[config.mk]
export PLATFORM = sky130hd
export DESIGN_NAME = pgm2x_seq
export DESIGN_NICKNAME = d
export VERILOG_FILES = /design/src/rtl/pgm2x_pkg.sv /design/src/rtl/pgm2x_bus_if.sv /design/src/rtl/pgm2x_poll_cnt.sv /design/src/rtl/pgm2x_stat_decode.sv /design/src/rtl/pgm2x_seq.sv
export SDC_FILE = /design/constraint.sdc
export NUM_CORES = 1
export LEC_CHECK = 0
export ABC_AREA = 0
export CAP_MARGIN = 20
export CORE_ASPECT_RATIO = 1.75
export CORE_MARGIN = 4
export CORE_UTILIZATION = 55
export CTS_CLUSTER_SIZE = 8
export DETAILED_ROUTE_END_ITERATION = 6
export DONT_BUFFER_PORTS = 1
export HOLD_SLACK_MARGIN = 0.1
export PLACE_DENSITY_LB_ADDON = 0.12
export RECOVER_POWER = 50
export SETUP_SLACK_MARGIN = 0.05
export SLEW_MARGIN = 5
export SYNTH_ARGS = -nofsm -noshare
export SYNTH_HDL_FRONTEND = slang
export SYNTH_HIERARCHICAL = 1
export SYNTH_SLANG_ARGS = --single-unit
[constraint.sdc]
create_clock -name clk -period 4 [get_ports clk]
set_input_delay 0.4 -clock clk [delete_from_list [all_inputs] [get_ports clk]]
set_output_delay 0.4 -clock clk [all_outputs]
set_load 0.01 [all_outputs]
[src/rtl/pgm2x_pkg.sv]
package pgm2x_pkg;

    typedef enum logic [3:0] {
        ST_IDLE,
        ST_BLK,
        ST_PAGE,
        ST_BUFSEL,
        ST_DATA,
        ST_BUFCFG,
        ST_INTCLR,
        ST_CMD,
        ST_POLL,
        ST_STAT
    } seq_state_e;

    typedef enum logic [2:0] {
        RES_NONE    = 3'd0,
        RES_OK      = 3'd1,
        RES_PROG    = 3'd2,
        RES_LOCK    = 3'd3,
        RES_PARAM   = 3'd4,
        RES_TIMEOUT = 3'd5,
        RES_NOWI    = 3'd6
    } seq_result_e;

    localparam logic [15:0] ADDR_BLK    = 16'hF100;
    localparam logic [15:0] ADDR_BUFSEL = 16'hF101;
    localparam logic [15:0] ADDR_PAGE   = 16'hF107;
    localparam logic [15:0] ADDR_BUFCFG = 16'hF200;
    localparam logic [15:0] ADDR_CMD    = 16'hF220;
    localparam logic [15:0] ADDR_STAT   = 16'hF240;
    localparam logic [15:0] ADDR_INT    = 16'hF241;

    localparam logic [15:0] CMD_PGM2X   = 16'h007D;
    localparam logic [15:0] BUFCFG_WORD = 16'h0800;
    localparam logic [15:0] INT_CLEAR   = 16'h0000;

endpackage

[src/rtl/pgm2x_bus_if.sv]
module pgm2x_bus_if #(
    parameter int AW = 16,
    parameter int DW = 16
) (
    input  logic          clk,
    input  logic          rst_n,
    input  logic          issue,
    input  logic          we_in,
    input  logic [AW-1:0] addr_in,
    input  logic [DW-1:0] wdata_in,
    output logic          idle,
    output logic          fin,
    output logic [DW-1:0] rd_word,
    output logic          bus_req,
    output logic          bus_we,
    output logic [AW-1:0] bus_addr,
    output logic [DW-1:0] bus_wdata,
    input  logic [DW-1:0] bus_rdata,
    input  logic          bus_ack
);

    typedef struct packed {
        logic          req;
        logic          we;
        logic [AW-1:0] addr;
        logic [DW-1:0] wdata;
        logic [DW-1:0] rdata;
        logic          fin;
    } bus_regs_t;

    bus_regs_t q, d;

    always_comb begin
        d     = q;
        d.fin = 1'b0;
        if (q.req) begin
            if (bus_ack) begin
                d.req   = 1'b0;
                d.fin   = 1'b1;
                d.rdata = bus_rdata;
            end
        end else if (issue) begin
            d.req   = 1'b1;
            d.we    = we_in;
            d.addr  = addr_in;
            d.wdata = wdata_in;
        end
    end

    always_ff @(posedge clk) begin
        if (!rst_n) begin
            q <= '0;
        end else begin
            q <= d;
        end
    end

    assign idle      = !q.req;
    assign fin       = q.fin;
    assign rd_word   = q.rdata;
    assign bus_req   = q.req;
    assign bus_we    = q.we;
    assign bus_addr  = q.addr;
    assign bus_wdata = q.wdata;

    // an open request holds its fields until acknowledged
    p_req_hold_r10: assert property (@(posedge clk) disable iff (!rst_n)
        (bus_req && !bus_ack) |=> (bus_req && $stable(bus_addr) && $stable(bus_we) && $stable(bus_wdata)));

    // completion pulse follows an acknowledged request
    p_fin_after_ack_r10: assert property (@(posedge clk) disable iff (!rst_n)
        (bus_req && bus_ack) |=> (fin && !bus_req));

endmodule

[src/rtl/pgm2x_poll_cnt.sv]
module pgm2x_poll_cnt #(
    parameter int CNT_W = 16
) (
    input  logic             clk,
    input  logic             rst_n,
    input  logic             clr,
    input  logic             inc,
    input  logic [CNT_W-1:0] limit,
    output logic             last
);

    typedef struct packed {
        logic [CNT_W-1:0] count;
    } cnt_regs_t;

    cnt_regs_t q, d;
    logic [CNT_W-1:0] eff_limit;

    assign eff_limit = (limit == '0) ? CNT_W'(1) : limit;
    assign last      = ({1'b0, q.count} + (CNT_W+1)'(1)) >= {1'b0, eff_limit};

    always_comb begin
        d = q;
        if (clr) begin
            d.count = '0;
        end else if (inc) begin
            d.count = q.count + CNT_W'(1);
        end
    end

    always_ff @(posedge clk) begin
        if (!rst_n) begin
            q <= '0;
        end else begin
            q <= d;
        end
    end

    // the sequencer never counts a read past the limit
    p_no_inc_past_limit_r8: assert property (@(posedge clk) disable iff (!rst_n)
        (inc && !clr) |-> (q.count < eff_limit));

endmodule

[src/rtl/pgm2x_stat_decode.sv]
module pgm2x_stat_decode #(
    parameter int INT_BIT  = 15,
    parameter int WI_BIT   = 6,
    parameter int ERR_BIT  = 10,
    parameter int LOCK_BIT = 14
) (
    input  logic [15:0] word,
    output logic        int_high,
    output logic        wi_set,
    output logic [2:0]  stat_res
);

    import pgm2x_pkg::*;

    logic word_unused;

    assign word_unused = ^word;
    assign int_high    = word[INT_BIT];
    assign wi_set      = word[WI_BIT];

    always_comb begin
        if (!word[ERR_BIT]) begin
            stat_res = RES_OK;
        end else if (word[LOCK_BIT]) begin
            stat_res = RES_LOCK;
        end else begin
            stat_res = RES_PROG;
        end
    end

endmodule

[src/rtl/pgm2x_seq.sv]
module pgm2x_seq #(
    parameter int          BLK_W      = 10,
    parameter int          PAGE_W     = 6,
    parameter int          PAGE_LSB   = 2,
    parameter int          DIE_BIT    = 15,
    parameter int          CNT_W      = 16,
    parameter int          PAGE_WORDS = 1024,
    parameter logic [15:0] BUF_BASE   = 16'h0200
) (
    input  logic              clk,
    input  logic              rst_n,
    input  logic              start,
    input  logic [BLK_W-1:0]  blk_in,
    input  logic [PAGE_W-1:0] page_in,
    input  logic              die_in,
    input  logic              auto_int,
    input  logic [CNT_W-1:0]  poll_limit,
    input  logic [15:0]       s_data,
    input  logic              s_valid,
    output logic              s_ready,
    output logic              bus_req,
    output logic              bus_we,
    output logic [15:0]       bus_addr,
    output logic [15:0]       bus_wdata,
    input  logic [15:0]       bus_rdata,
    input  logic              bus_ack,
    output logic              done,
    output logic [2:0]        result
);

    import pgm2x_pkg::*;

    localparam int WCNT_W = $clog2(PAGE_WORDS + 1);
    localparam logic [WCNT_W-1:0] WCNT_LAST = WCNT_W'(PAGE_WORDS - 1);

    typedef struct packed {
        seq_state_e        state;
        logic              sent;
        logic [BLK_W-1:0]  blk;
        logic [PAGE_W-1:0] page;
        logic              die;
        logic              auto_m;
        logic              seen_low;
        logic [WCNT_W-1:0] wcnt;
        logic [2:0]        result;
        logic              done;
    } seq_regs_t;

    seq_regs_t q, d;

    logic        issue;
    logic        step_act;
    logic        step_gate;
    logic        step_we;
    logic [15:0] step_addr;
    logic [15:0] step_wdata;
    logic        bus_idle;
    logic        bus_fin;
    logic [15:0] rd_word;
    logic        cnt_clr;
    logic        cnt_inc;
    logic        poll_last;
    logic        int_high;
    logic        wi_set;
    logic [2:0]  stat_res;
    logic [15:0] blk_word;
    logic [15:0] page_word;
    logic [15:0] bufsel_word;

    assign blk_word    = 16'(q.blk) | (16'(q.die) << DIE_BIT);
    assign page_word   = 16'(q.page) << PAGE_LSB;
    assign bufsel_word = 16'(q.die) << DIE_BIT;

    pgm2x_bus_if #(.AW(16), .DW(16)) bus_i (
        .clk       (clk),
        .rst_n     (rst_n),
        .issue     (issue),
        .we_in     (step_we),
        .addr_in   (step_addr),
        .wdata_in  (step_wdata),
        .idle      (bus_idle),
        .fin       (bus_fin),
        .rd_word   (rd_word),
        .bus_req   (bus_req),
        .bus_we    (bus_we),
        .bus_addr  (bus_addr),
        .bus_wdata (bus_wdata),
        .bus_rdata (bus_rdata),
        .bus_ack   (bus_ack)
    );

    pgm2x_poll_cnt #(.CNT_W(CNT_W)) poll_i (
        .clk   (clk),
        .rst_n (rst_n),
        .clr   (cnt_clr),
        .inc   (cnt_inc),
        .limit (poll_limit),
        .last  (poll_last)
    );

    pgm2x_stat_decode #(
        .INT_BIT  (15),
        .WI_BIT   (6),
        .ERR_BIT  (10),
        .LOCK_BIT (14)
    ) dec_i (
        .word     (rd_word),
        .int_high (int_high),
        .wi_set   (wi_set),
        .stat_res (stat_res)
    );

    // Bus step selected by the current state
    always_comb begin
        step_act   = 1'b1;
        step_gate  = 1'b1;
        step_we    = 1'b1;
        step_addr  = '0;
        step_wdata = '0;
        unique case (q.state)
            ST_BLK: begin
                step_addr  = ADDR_BLK;
                step_wdata = blk_word;
            end
            ST_PAGE: begin
                step_addr  = ADDR_PAGE;
                step_wdata = page_word;
            end
            ST_BUFSEL: begin
                step_addr  = ADDR_BUFSEL;
                step_wdata = bufsel_word;
            end
            ST_DATA: begin
                step_addr  = BUF_BASE + 16'(q.wcnt);
                step_wdata = s_data;
                step_gate  = s_valid;
            end
            ST_BUFCFG: begin
                step_addr  = ADDR_BUFCFG;
                step_wdata = BUFCFG_WORD;
            end
            ST_INTCLR: begin
                step_addr  = ADDR_INT;
                step_wdata = INT_CLEAR;
            end
            ST_CMD: begin
                step_addr  = ADDR_CMD;
                step_wdata = CMD_PGM2X;
            end
            ST_POLL: begin
                step_addr = ADDR_INT;
                step_we   = 1'b0;
            end
            ST_STAT: begin
                step_addr = ADDR_STAT;
                step_we   = 1'b0;
            end
            default: begin
                step_act = 1'b0;
            end
        endcase
    end

    assign issue   = step_act && step_gate && !q.sent && bus_idle;
    assign s_ready = issue && (q.state == ST_DATA);

    // Next-state computation
    always_comb begin
        d       = q;
        d.done  = 1'b0;
        cnt_clr = 1'b0;
        cnt_inc = 1'b0;

        if (issue) begin
            d.sent = 1'b1;
        end

        unique case (q.state)
            ST_IDLE: begin
                if (start) begin
                    d.blk      = blk_in;
                    d.page     = page_in;
                    d.die      = die_in;
                    d.auto_m   = auto_int;
                    d.seen_low = 1'b0;
                    d.sent     = 1'b0;
                    d.wcnt     = '0;
                    d.result   = RES_NONE;
                    cnt_clr    = 1'b1;
                    if (blk_in[0]) begin
                        d.result = RES_PARAM;
                        d.done   = 1'b1;
                    end else begin
                        d.state = ST_BLK;
                    end
                end
            end
            ST_BLK: begin
                if (bus_fin) begin
                    d.sent  = 1'b0;
                    d.state = ST_PAGE;
                end
            end
            ST_PAGE: begin
                if (bus_fin) begin
                    d.sent  = 1'b0;
                    d.state = ST_BUFSEL;
                end
            end
            ST_BUFSEL: begin
                if (bus_fin) begin
                    d.sent  = 1'b0;
                    d.state = ST_DATA;
                end
            end
            ST_DATA: begin
                if (bus_fin) begin
                    d.sent = 1'b0;
                    d.wcnt = q.wcnt + WCNT_W'(1);
                    if (q.wcnt == WCNT_LAST) begin
                        d.state = ST_BUFCFG;
                    end
                end
            end
            ST_BUFCFG: begin
                if (bus_fin) begin
                    d.sent  = 1'b0;
                    d.state = q.auto_m ? ST_CMD : ST_INTCLR;
                end
            end
            ST_INTCLR: begin
                if (bus_fin) begin
                    d.sent  = 1'b0;
                    d.state = ST_CMD;
                end
            end
            ST_CMD: begin
                if (bus_fin) begin
                    d.sent  = 1'b0;
                    d.state = ST_POLL;
                end
            end
            ST_POLL: begin
                if (bus_fin) begin
                    d.sent  = 1'b0;
                    cnt_inc = 1'b1;
                    if (q.seen_low && int_high) begin
                        if (wi_set) begin
                            d.state = ST_STAT;
                        end else begin
                            d.state  = ST_IDLE;
                            d.result = RES_NOWI;
                            d.done   = 1'b1;
                        end
                    end else begin
                        if (!int_high) begin
                            d.seen_low = 1'b1;
                        end
                        if (poll_last) begin
                            d.state  = ST_IDLE;
                            d.result = RES_TIMEOUT;
                            d.done   = 1'b1;
                        end
                    end
                end
            end
            ST_STAT: begin
                if (bus_fin) begin
                    d.sent   = 1'b0;
                    d.state  = ST_IDLE;
                    d.result = stat_res;
                    d.done   = 1'b1;
                end
            end
            default: begin
                d.state = ST_IDLE;
            end
        endcase
    end

    always_ff @(posedge clk) begin
        if (!rst_n) begin
            q <= '0;
        end else begin
            q <= d;
        end
    end

    assign done   = q.done;
    assign result = q.result;

    // odd block rejected at once with no bus traffic
    p_param_reject_r1: assert property (@(posedge clk) disable iff (!rst_n)
        (q.state == ST_IDLE && start && blk_in[0]) |=> (done && result == RES_PARAM && !bus_req));

    // the command address always carries the program command as a write
    p_cmd_word_r4: assert property (@(posedge clk) disable iff (!rst_n)
        (bus_req && bus_addr == ADDR_CMD) |-> (bus_we && bus_wdata == CMD_PGM2X));

    // reads only ever target the interrupt or status registers
    p_read_addr_r5: assert property (@(posedge clk) disable iff (!rst_n)
        (bus_req && !bus_we) |-> (bus_addr == ADDR_INT || bus_addr == ADDR_STAT));

    // completion is a single-cycle pulse
    p_done_pulse_r9: assert property (@(posedge clk) disable iff (!rst_n)
        done |=> !done);

    // result moves only with done or an accepted start
    p_result_hold_r9: assert property (@(posedge clk) disable iff (!rst_n)
        !start |=> (done || $stable(result)));

endmodule

* Yosys cells after proc, flatten, opt, wreduce, memory -nomap -nowiden
Cells that the tools add are included.
Widths: inputs -> output; s select.
** Word-level totals
- Flip-flop bits (word level) :: 106
- Word-level logic and storage cells :: 123
** Operators by class
- Add/sub/neg operators :: 4
- Magnitude comparators :: 1
- Equal/unequal tests :: 26
- Muxes and demuxes :: 48
- Bitwise operators :: 3
- Reductions and logical operators :: 24
** Operators by type and width (count)
- $pmux 16 s8 :: 1
- $pmux 16 s6 :: 1
- $mux 5 :: 9
- $mux 4 :: 11
- $pmux 4 s10 :: 1
- $mux 39 :: 1
- $mux 34 :: 1
- $pmux 11 s2 :: 1
- $ne 2x1->1 const B :: 10
- $add 16x1->17 const B :: 1
- $ge 17x16->1 :: 1
- $add 16x1->16 const B :: 1
- $eq 4x3->1 const B :: 4
- $logic_not 16->1 :: 1
- $mux 1 :: 16
- $mux 16 :: 1
- $or 10x16->16 :: 1
- $reduce_and 13->1 :: 1
- $add 10x11->12 const A :: 1
- $pmux 4 s3 :: 1
- $add 11x1->11 const B :: 1
- $eq 11x10->1 const B :: 1
- $mux 11 :: 1
- $pmux 1 s10 :: 1
- 20 further kinds :: 37

* Longest topological paths before layout
Gate-level depths: netlist of the first run.
- Word-level depth :: 9
- Mapped depth :: 16

* Cells and area by module
Netlist of the first run, hierarchy kept.
** By module, submodules not included
- pgm2x_seq :: instances 1, cells each 312, area each 2324.7 um^2, sequential area each 780.7 um^2
- pgm2x_bus_if :: instances 1, cells each 224, area each 2014.4 um^2, sequential area each 1021.0 um^2
- pgm2x_poll_cnt :: instances 1, cells each 176, area each 1351.3 um^2, sequential area each 320.3 um^2
- pgm2x_stat_decode :: instances 1, cells each 6, area each 40.0 um^2, sequential area each 0.0 um^2

* Least setup slack after synthesis of the first run
No wires, ideal clock.
- Path type :: register to register
- Start point :: register poll_i/q[0] in the netlist's numbering
- End point :: register q (netlist bit result[1])
- Setup time :: 0.125 ns
- Arrival :: 2.744 ns
- Slack :: 1.131 ns
- Stages on the path, launching flop included :: 16
- Path through :: dfxtp_1 > ha_1 > nand3_1 > nor2_1 > nand2_1 > xnor2_1 > ha_1 > nand3_1 > nor3_1 > o311ai_0 > nand4_1 > a21oi_1 > a31oi_1 > o211ai_1 > a222oi_1 > nor2b_1
** On the way
- Cells in the longest elaborated chain, start to end :: 4
** RTL lines
- start: declaration :: line pgm2x_poll_cnt.sv:16 : cnt_regs_t q, d;
- start signal: assignment :: line pgm2x_poll_cnt.sv:33 : q <= '0;
- start signal: assignment :: line pgm2x_poll_cnt.sv:35 : q <= d;
- $add 16x1->17 :: line pgm2x_poll_cnt.sv:20 : assign last = ({1'b0, q.count} + (CNT_W+1)'(1)) >= {1'b0, eff_limit};
- $ge 17x16->1 :: line pgm2x_poll_cnt.sv:20
- via poll_last :: line pgm2x_seq.sv:62 : logic poll_last;
- $ne 3x2->1 (no line)
- $reduce_and 6->1 (no line)
- end signal: assignment :: line pgm2x_seq.sv:283 : q <= '0;
- end signal: assignment :: line pgm2x_seq.sv:285 : q <= d;
- end: declaration :: line pgm2x_seq.sv:49 : seq_regs_t q, d;
The timed path passes the listed nets, and every way through them passes these cells.
A chain may end at the register's enable or synchronous reset.

* Worst setup path in the final report of the first run
Same ends and word-level chain as after synthesis.

==> results of run 1 <==
power by group through the flow:
stage | sequential [mW] | combinational (mW) | clock (mW)
after floorplan | 0.984 | 0.135 | 0
after global placement | 0.992 | 0.125 | 0
after detailed placement | 0.992 | 0.128 | 0
after CTS | 0.971 | 0.128 | 0.812
after global routing | 0.972 | 0.141 | 0.851
final | 0.970 | 0.124 | 0.797
area by class of cell:
type	count	area [µm²]
fill	923	4023
multi-input combinational	497	3004
sequential	94	1882
clock buffer	10	229.0
tap	122	152.6
inverter	20	75.07
timing repair buffer	8	56.30
clock inverter	6	46.29
final timing paths:
kind | from | endpoint | slack [ns]
worst max-delay path | poll_i/q[0]$_SDFFE_PP0P_ | result[1]$_SDFFE_PN0P_ | 0.58
worst min-delay path | rst_n | q[36]$_SDFFE_PN0P_ | 0.19
worst max register to register | poll_i/q[0]$_SDFFE_PP0P_ | result[1]$_SDFFE_PN0P_ | 0.58
worst min register to register | bus_i/rd_word[14]$_SDFFE_PN0P_ | bus_i/rd_word[14]$_SDFFE_PN0P_ | 0.45
registers in the layout (all words and copies together), names as in the netlist:
signal and count:
bufsel_word 1, bus_i/bus_addr 16, bus_i/bus_req 1, bus_i/bus_wdata 16, bus_i/bus_we 1, bus_i/fin 1
bus_i/rd_word 4, done 1, page_word 6, poll_i/q 16, q 28, result 3
worst max-delay path, stage by stage, from the launching register on:
cell and delay, ns:
dfxtp_1 0.47, ha_1 0.27, nand3_1 0.18, nor2_1 0.30, nand2_1 0.11, xnor2_1 0.13, ha_1 0.32, nand3_1 0.11
nor3_1 0.27, o311ai_0 0.19, nand4_1 0.14, a21oi_1 0.07, a31oi_1 0.25, o211ai_1 0.18, a222oi_1 0.24, nor2b_1 0.08
layer usage:
metal  share of wire  global-route usage  up-vias  routed length (µm)
li1                -                   -     2193                   -
met1            0.38              0.2385     2011                4716
met2            0.54              0.4036      103                6729
met3           0.048             0.05397       29                 602
met4           0.034             0.09797        0                 430
met5               0                   0        -                   0
through the flow:
step	instance area (µm²)	cells	hold slack (ns)	utilization	setup WS (ns)
6_report	5445	757	0.1935	0.5751	0.5751
5_1_grt	5445	757	0.1886	0.5751	0.2538
4_1_cts	5470	757	0.1841	0.5778	0.6076
3_5_place_dp	5195	741	0.4484	0.5487	0.6455
3_3_place_gp	5195	741	0.4402	0.5487	0.7021
2_1_floorplan	5310	670	0.4233	-	1.131
==> results.md, run 1 <==
- Outcome: completed
- Share of layout cells above drive strength 1: 0.04882
- H-tree levels: 3
- Fin. max-slew vios: 0
- Max Clk Rate: 0.2920 GHz
- Crit Path Class: register to register
- Final Setup Violations: 0
- Final RePlAce weighted congestion: 0.8312
- Iter 0 DRT Violations: 203
- DR DRC count: 0
- CTS Buf Count: 9
- Total GRT Usage: 0.2234
- Total of max-cap violations: 0
- Clock Sinks: 94
- P_leak: 2.004 nW
- Core Region: 0.009468 mm²
- Arr. time, crit path: 3.65 ns
- Starting density of the core: 0.5609
- Antenna Cells: 0
- Post-CTS sizing: 0
- Buffers added on ports: 0
- Skew-Pair Late Insertion Delay: 0.34 ns
- First-pass GRT wire length: 19,750 µm
- Most common cell after layout, fill and taps aside: nand2_1
- Clock slew at reported path FFs: 0.07 ns
- IO Pins: 110
- Remaining antenna violation count: 0
- Clock buffer depth: 2
- Hold buffer count at cts: 0
- Die W: 82.28 µm
- Initial antenna violation count: 0
- Internal: 1.429 mW
- Rows: 47
- Overall power: 1.891 mW
- Req. time, crit path: 4.22 ns
- Syn_area_per_cell: 7.926 µm²
- Die Span Y: 138.0 µm
- Min Tclk post-route: 3.425 ns
- Worst clock skew: 0.009898 ns
- Vias in the first global route: 4,240
- Vias per inst: 5.728
- Final worst path period share: 0.8562
- RSZ-0062 raised after global routing: no
- Cell Area, Synth: 0.005310 mm²
- Maximum net fanout on the critical path: 6
- Cell Pwr Density: 347.3 mW/mm²
- Synthesis-to-layout area growth: 2.545%
- Hold Fails Final Rpt: 0
- Syn Inst Count: 670
- Synth Net Count: 760
- Worst Hold Path Cells: 2
- DIE AREA: 0.01135 mm²
- R2R cell count: 15
- Worst VDD drop: 0.2129 mV
- Post-DP HPWL: 9274 µm
- Rel. slew slack: 0.3520
- CTS root buf: clkbuf_16
- Pre-Repair DR Iteration Count: 5
- Net switching power: 0.4619 mW
- Yosys warning total: 6
- Setup tns final: 0 ns
- CTS tree: done
- Pin count of the biggest net entering global routing: 111
- Most frequent cells in the layout: 149 x nand2_1, 94 x dfxtp_1, 42 x nor2_1, 35 x mux2i_1, 28 x a21oi_1
- Clock power share: 0.421
- Post-CTS Setup Inserts: 0
- Combinational fraction of design power: 0.066
- Startpoint Class: register
- Tightest Pin Transition: 0.9684 ns
- Vias: 4,336
- Hold Path Class: input port to register
- Sequential power share: 0.513
- Drt total wl: 12,480 µm
- Total congestion overflow: 0
- Nets: 720
- Switching share of power: 0.2442
- Crit. End Element: register
- Average wire per standard cell: 16.48 µm
No activity file was read; power rests on OpenSTA's default activity.
==> inputs of run 2 (changes only) <==
Settings changed: PLACE_DENSITY from default to 0.67, PLACE_DENSITY_LB_ADDON 0.12 to default.
==> results.md, run 2 (same netlist as run 1, synthesis figures left out) <==
- Outcome: completed (unchanged)
- Clock Sinks: 94 (unchanged)
- Max Clk Rate: 0.2816 GHz (was 0.2920 GHz)
- Vias per inst: 5.783 (was 5.728)
- Worst VDD drop: 0.2155 mV (was 0.2129 mV)
- Share of layout cells above drive strength 1: 0.04724 (was 0.04882)
- Vias in the first global route: 4,236 (was 4,240)
- Core Region: 0.009468 mm² (unchanged)
- Vias: 4,378 (was 4,336)
- DIE AREA: 0.01135 mm² (unchanged)
- Critical R2R Capture: result[1]$_SDFFE_PN0P_ (unchanged)
- Tightest Pin Transition: 1.028 ns (was 0.9684 ns)
- Hold Path Class: input port to register (unchanged)
- IO Pins: 110 (unchanged)
- Crit path largest cell delay: 0.44 ns (was 0.47 ns)
- Most common cell after layout, fill and taps aside: nand2_1 (unchanged)
- Hold buffer count at cts: 0 (unchanged)
- CP delay by family, top: simple AND/OR/NAND/NOR gates (unchanged)
- Worst clock skew: 0.006755 ns (was 0.009898 ns)
- Clock slew at reported path FFs: 0.07 ns (about the same)
- Max reg flops: 28 (unchanged)
- Synthesis-to-layout area growth: 2.898% (was 2.545%)
- RSZ-0062 raised after global routing: no (unchanged)
- Post-DP HPWL: 9051 µm (was 9274 µm)
- R2R cell count: 15 (unchanged)
- Initial antenna violation count: 0 (unchanged)
- Final core occ: 0.5771 (was 0.5751)
- Pin count of the biggest net entering global routing: 111 (unchanged)
- Buffers added on ports: 0 (unchanged)
- Final worst path period share: 0.8877 (was 0.8562)
- Fin. max-slew vios: 0 (unchanged)
- Antenna Cells: 0 (unchanged)
- CTS Buf Count: 9 (unchanged)
- Total of max-cap violations: 0 (unchanged)
- DR DRC count: 0 (unchanged)
- Crit. End Element: register (unchanged)
- WP buf/inv: 0 (unchanged)
- Final Setup Violations: 0 (unchanged)
- Setup tns final: 0 ns (unchanged)
- Total GRT Usage: 0.2232 (was 0.2234)
- Hold Path End: q[33]$_SDFFE_PN0P_ (was q[36]$_SDFFE_PN0P_)
- Die Span Y: 138.0 µm (unchanged)
- Average wire per standard cell: 16.34 µm (was 16.48 µm)
- R2R setup slack: 0.45 ns (was 0.58 ns)
- CP max-delay cell: dfxtp_1 (unchanged)
- Skew-Pair Late Insertion Delay: 0.34 ns (about the same)
- Post-CTS Setup Inserts: 0 (unchanged)
- Pre-Repair DR Iteration Count: 4 (was 5)
- Crit Path Class: register to register (unchanged)
- Iter 0 DRT Violations: 216 (was 203)
- Dpl cells: 741 (unchanged)
- RR Startpoint: poll_i/q[0]$_SDFFE_PP0P_ (unchanged)
- Hold Fails Final Rpt: 0 (unchanged)
- Total congestion overflow: 0 (unchanged)
- Cell Pwr Density: 358.3 mW/mm² (was 347.3 mW/mm²)
- Remaining antenna violation count: 0 (unchanged)
- Maximum net fanout on the critical path: 6 (unchanged)
- Post-CTS sizing: 0 (unchanged)
- Worst Hold Path Cells: 2 (unchanged)
- Drt total wl: 12,370 µm (was 12,480 µm)
- CTS tree: done (unchanged)
- Starting density of the core: 0.5609 (unchanged)
- Final RePlAce weighted congestion: 0.8645 (was 0.8312)
- Clock buffer depth: 2 (unchanged)
- Die W: 82.28 µm (unchanged)
- Final cell count without fillers: 757 (unchanged)
- # fillers: 912 (was 923)
- Nets: 720 (unchanged)
- First-pass GRT wire length: 19,750 µm (unchanged)
- Most frequent cells in the layout: 149 x nand2_1, 94 x dfxtp_1, 42 x nor2_1, 35 x mux2i_1, 28 x a21oi_1 (unchanged)
- Rows: 47 (unchanged)
- P_leak: 2.021 nW (was 2.004 nW)
- Startpoint Class: register (unchanged)
- Top reg by flops: q (unchanged)
- CTS root buf: clkbuf_16 (unchanged)
- Min Tclk post-route: 3.551 ns (was 3.425 ns)
- Req. time, crit path: 4.23 ns (was 4.22 ns)
- Arr. time, crit path: 3.78 ns (was 3.65 ns)
- Min-delay src: blk_in[9] (was rst_n)
- H-tree levels: 3 (unchanged)
- Rel. slew slack: 0.3124 (was 0.3520)
- CP Cell Sequence: ha_1 > nand3_1 > nor2_1 > nand2_1 > xnor2_1 > ha_1 > nand3_1 > nor3_1 > o311ai_0 > nand4_1 > a21oi_1 > a31oi_1 > o211ai_1 > a222oi_1 > nor2b_1 (unchanged)
[run 2: layer usage]
metal  vias up  track usage  share of wire  routed length, µm
met3        25      0.05722          0.059                734
li1       2187            -              -                  -
met5         -            0              0                  0
met4         0      0.09519          0.025                310
met2       114       0.4004           0.54               6688
met1      2052       0.2400           0.37               4637
[run 2: worst register-to-register path, cell delays in order, from the launching register on]
cell and delay (ns):
dfxtp_1 0.44, ha_1 0.27, nand3_1 0.21, nor2_1 0.30, nand2_1 0.11, xnor2_1 0.14, ha_1 0.31, nand3_1 0.10
nor3_1 0.29, o311ai_0 0.21, nand4_1 0.19, a21oi_1 0.09, a31oi_1 0.26, o211ai_1 0.18, a222oi_1 0.25, nor2b_1 0.08
[run 2: how the worst max path moves through the flow]
stage          slack (ns)                startpoint                      to  cells past startpoint
2_1_floorplan        1.13  poll_i/q[0]$_SDFFE_PP0P_  result[1]$_SDFFE_PN0P_                     15
3_3_place_gp         0.65  poll_i/q[0]$_SDFFE_PP0P_  result[1]$_SDFFE_PN0P_                     15
3_5_place_dp         0.50  poll_i/q[0]$_SDFFE_PP0P_  result[1]$_SDFFE_PN0P_                     15
4_1_cts              0.44  poll_i/q[0]$_SDFFE_PP0P_  result[1]$_SDFFE_PN0P_                     15
5_1_grt              0.26  poll_i/q[0]$_SDFFE_PP0P_  result[1]$_SDFFE_PN0P_                     15
6_report             0.45  poll_i/q[0]$_SDFFE_PP0P_  result[1]$_SDFFE_PN0P_                     15
[run 2: per-stage QoR]
step                setup slack [ns]  hold WS (ns)  area, µm²  power [mW]
global route                  0.2616        0.1873       5464       2.030
global placement              0.6481        0.4403       5195       1.117
floorplan                      1.131        0.4233       5310       1.119
CTS                           0.4446        0.1795       5497       1.982
finish                        0.4491        0.1961       5464       1.958
detailed placement            0.4967        0.4481       5195       1.120
[run 2: cell type report]
type	instances	area [µm²]	area share
clock buffers	12	246.5	0.04511
clock inverters	4	55.05	0.01008
inverters	20	75.07	0.01374
multi-input cells	497	2997	0.5484
flip-flops and latches	94	1882	0.3444
well taps	122	152.6	0.02794
repair buffers	8	56.30	0.01030
[run 2: report_power, final]
group | switching [mW] | total, mW | internal [mW]
clock | 0.359 | 0.865 | 0.505
combinational | 0.0741 | 0.123 | 0.0490
sequential | 0.0159 | 0.970 | 0.954
total | 0.449 | 1.96 | 1.51
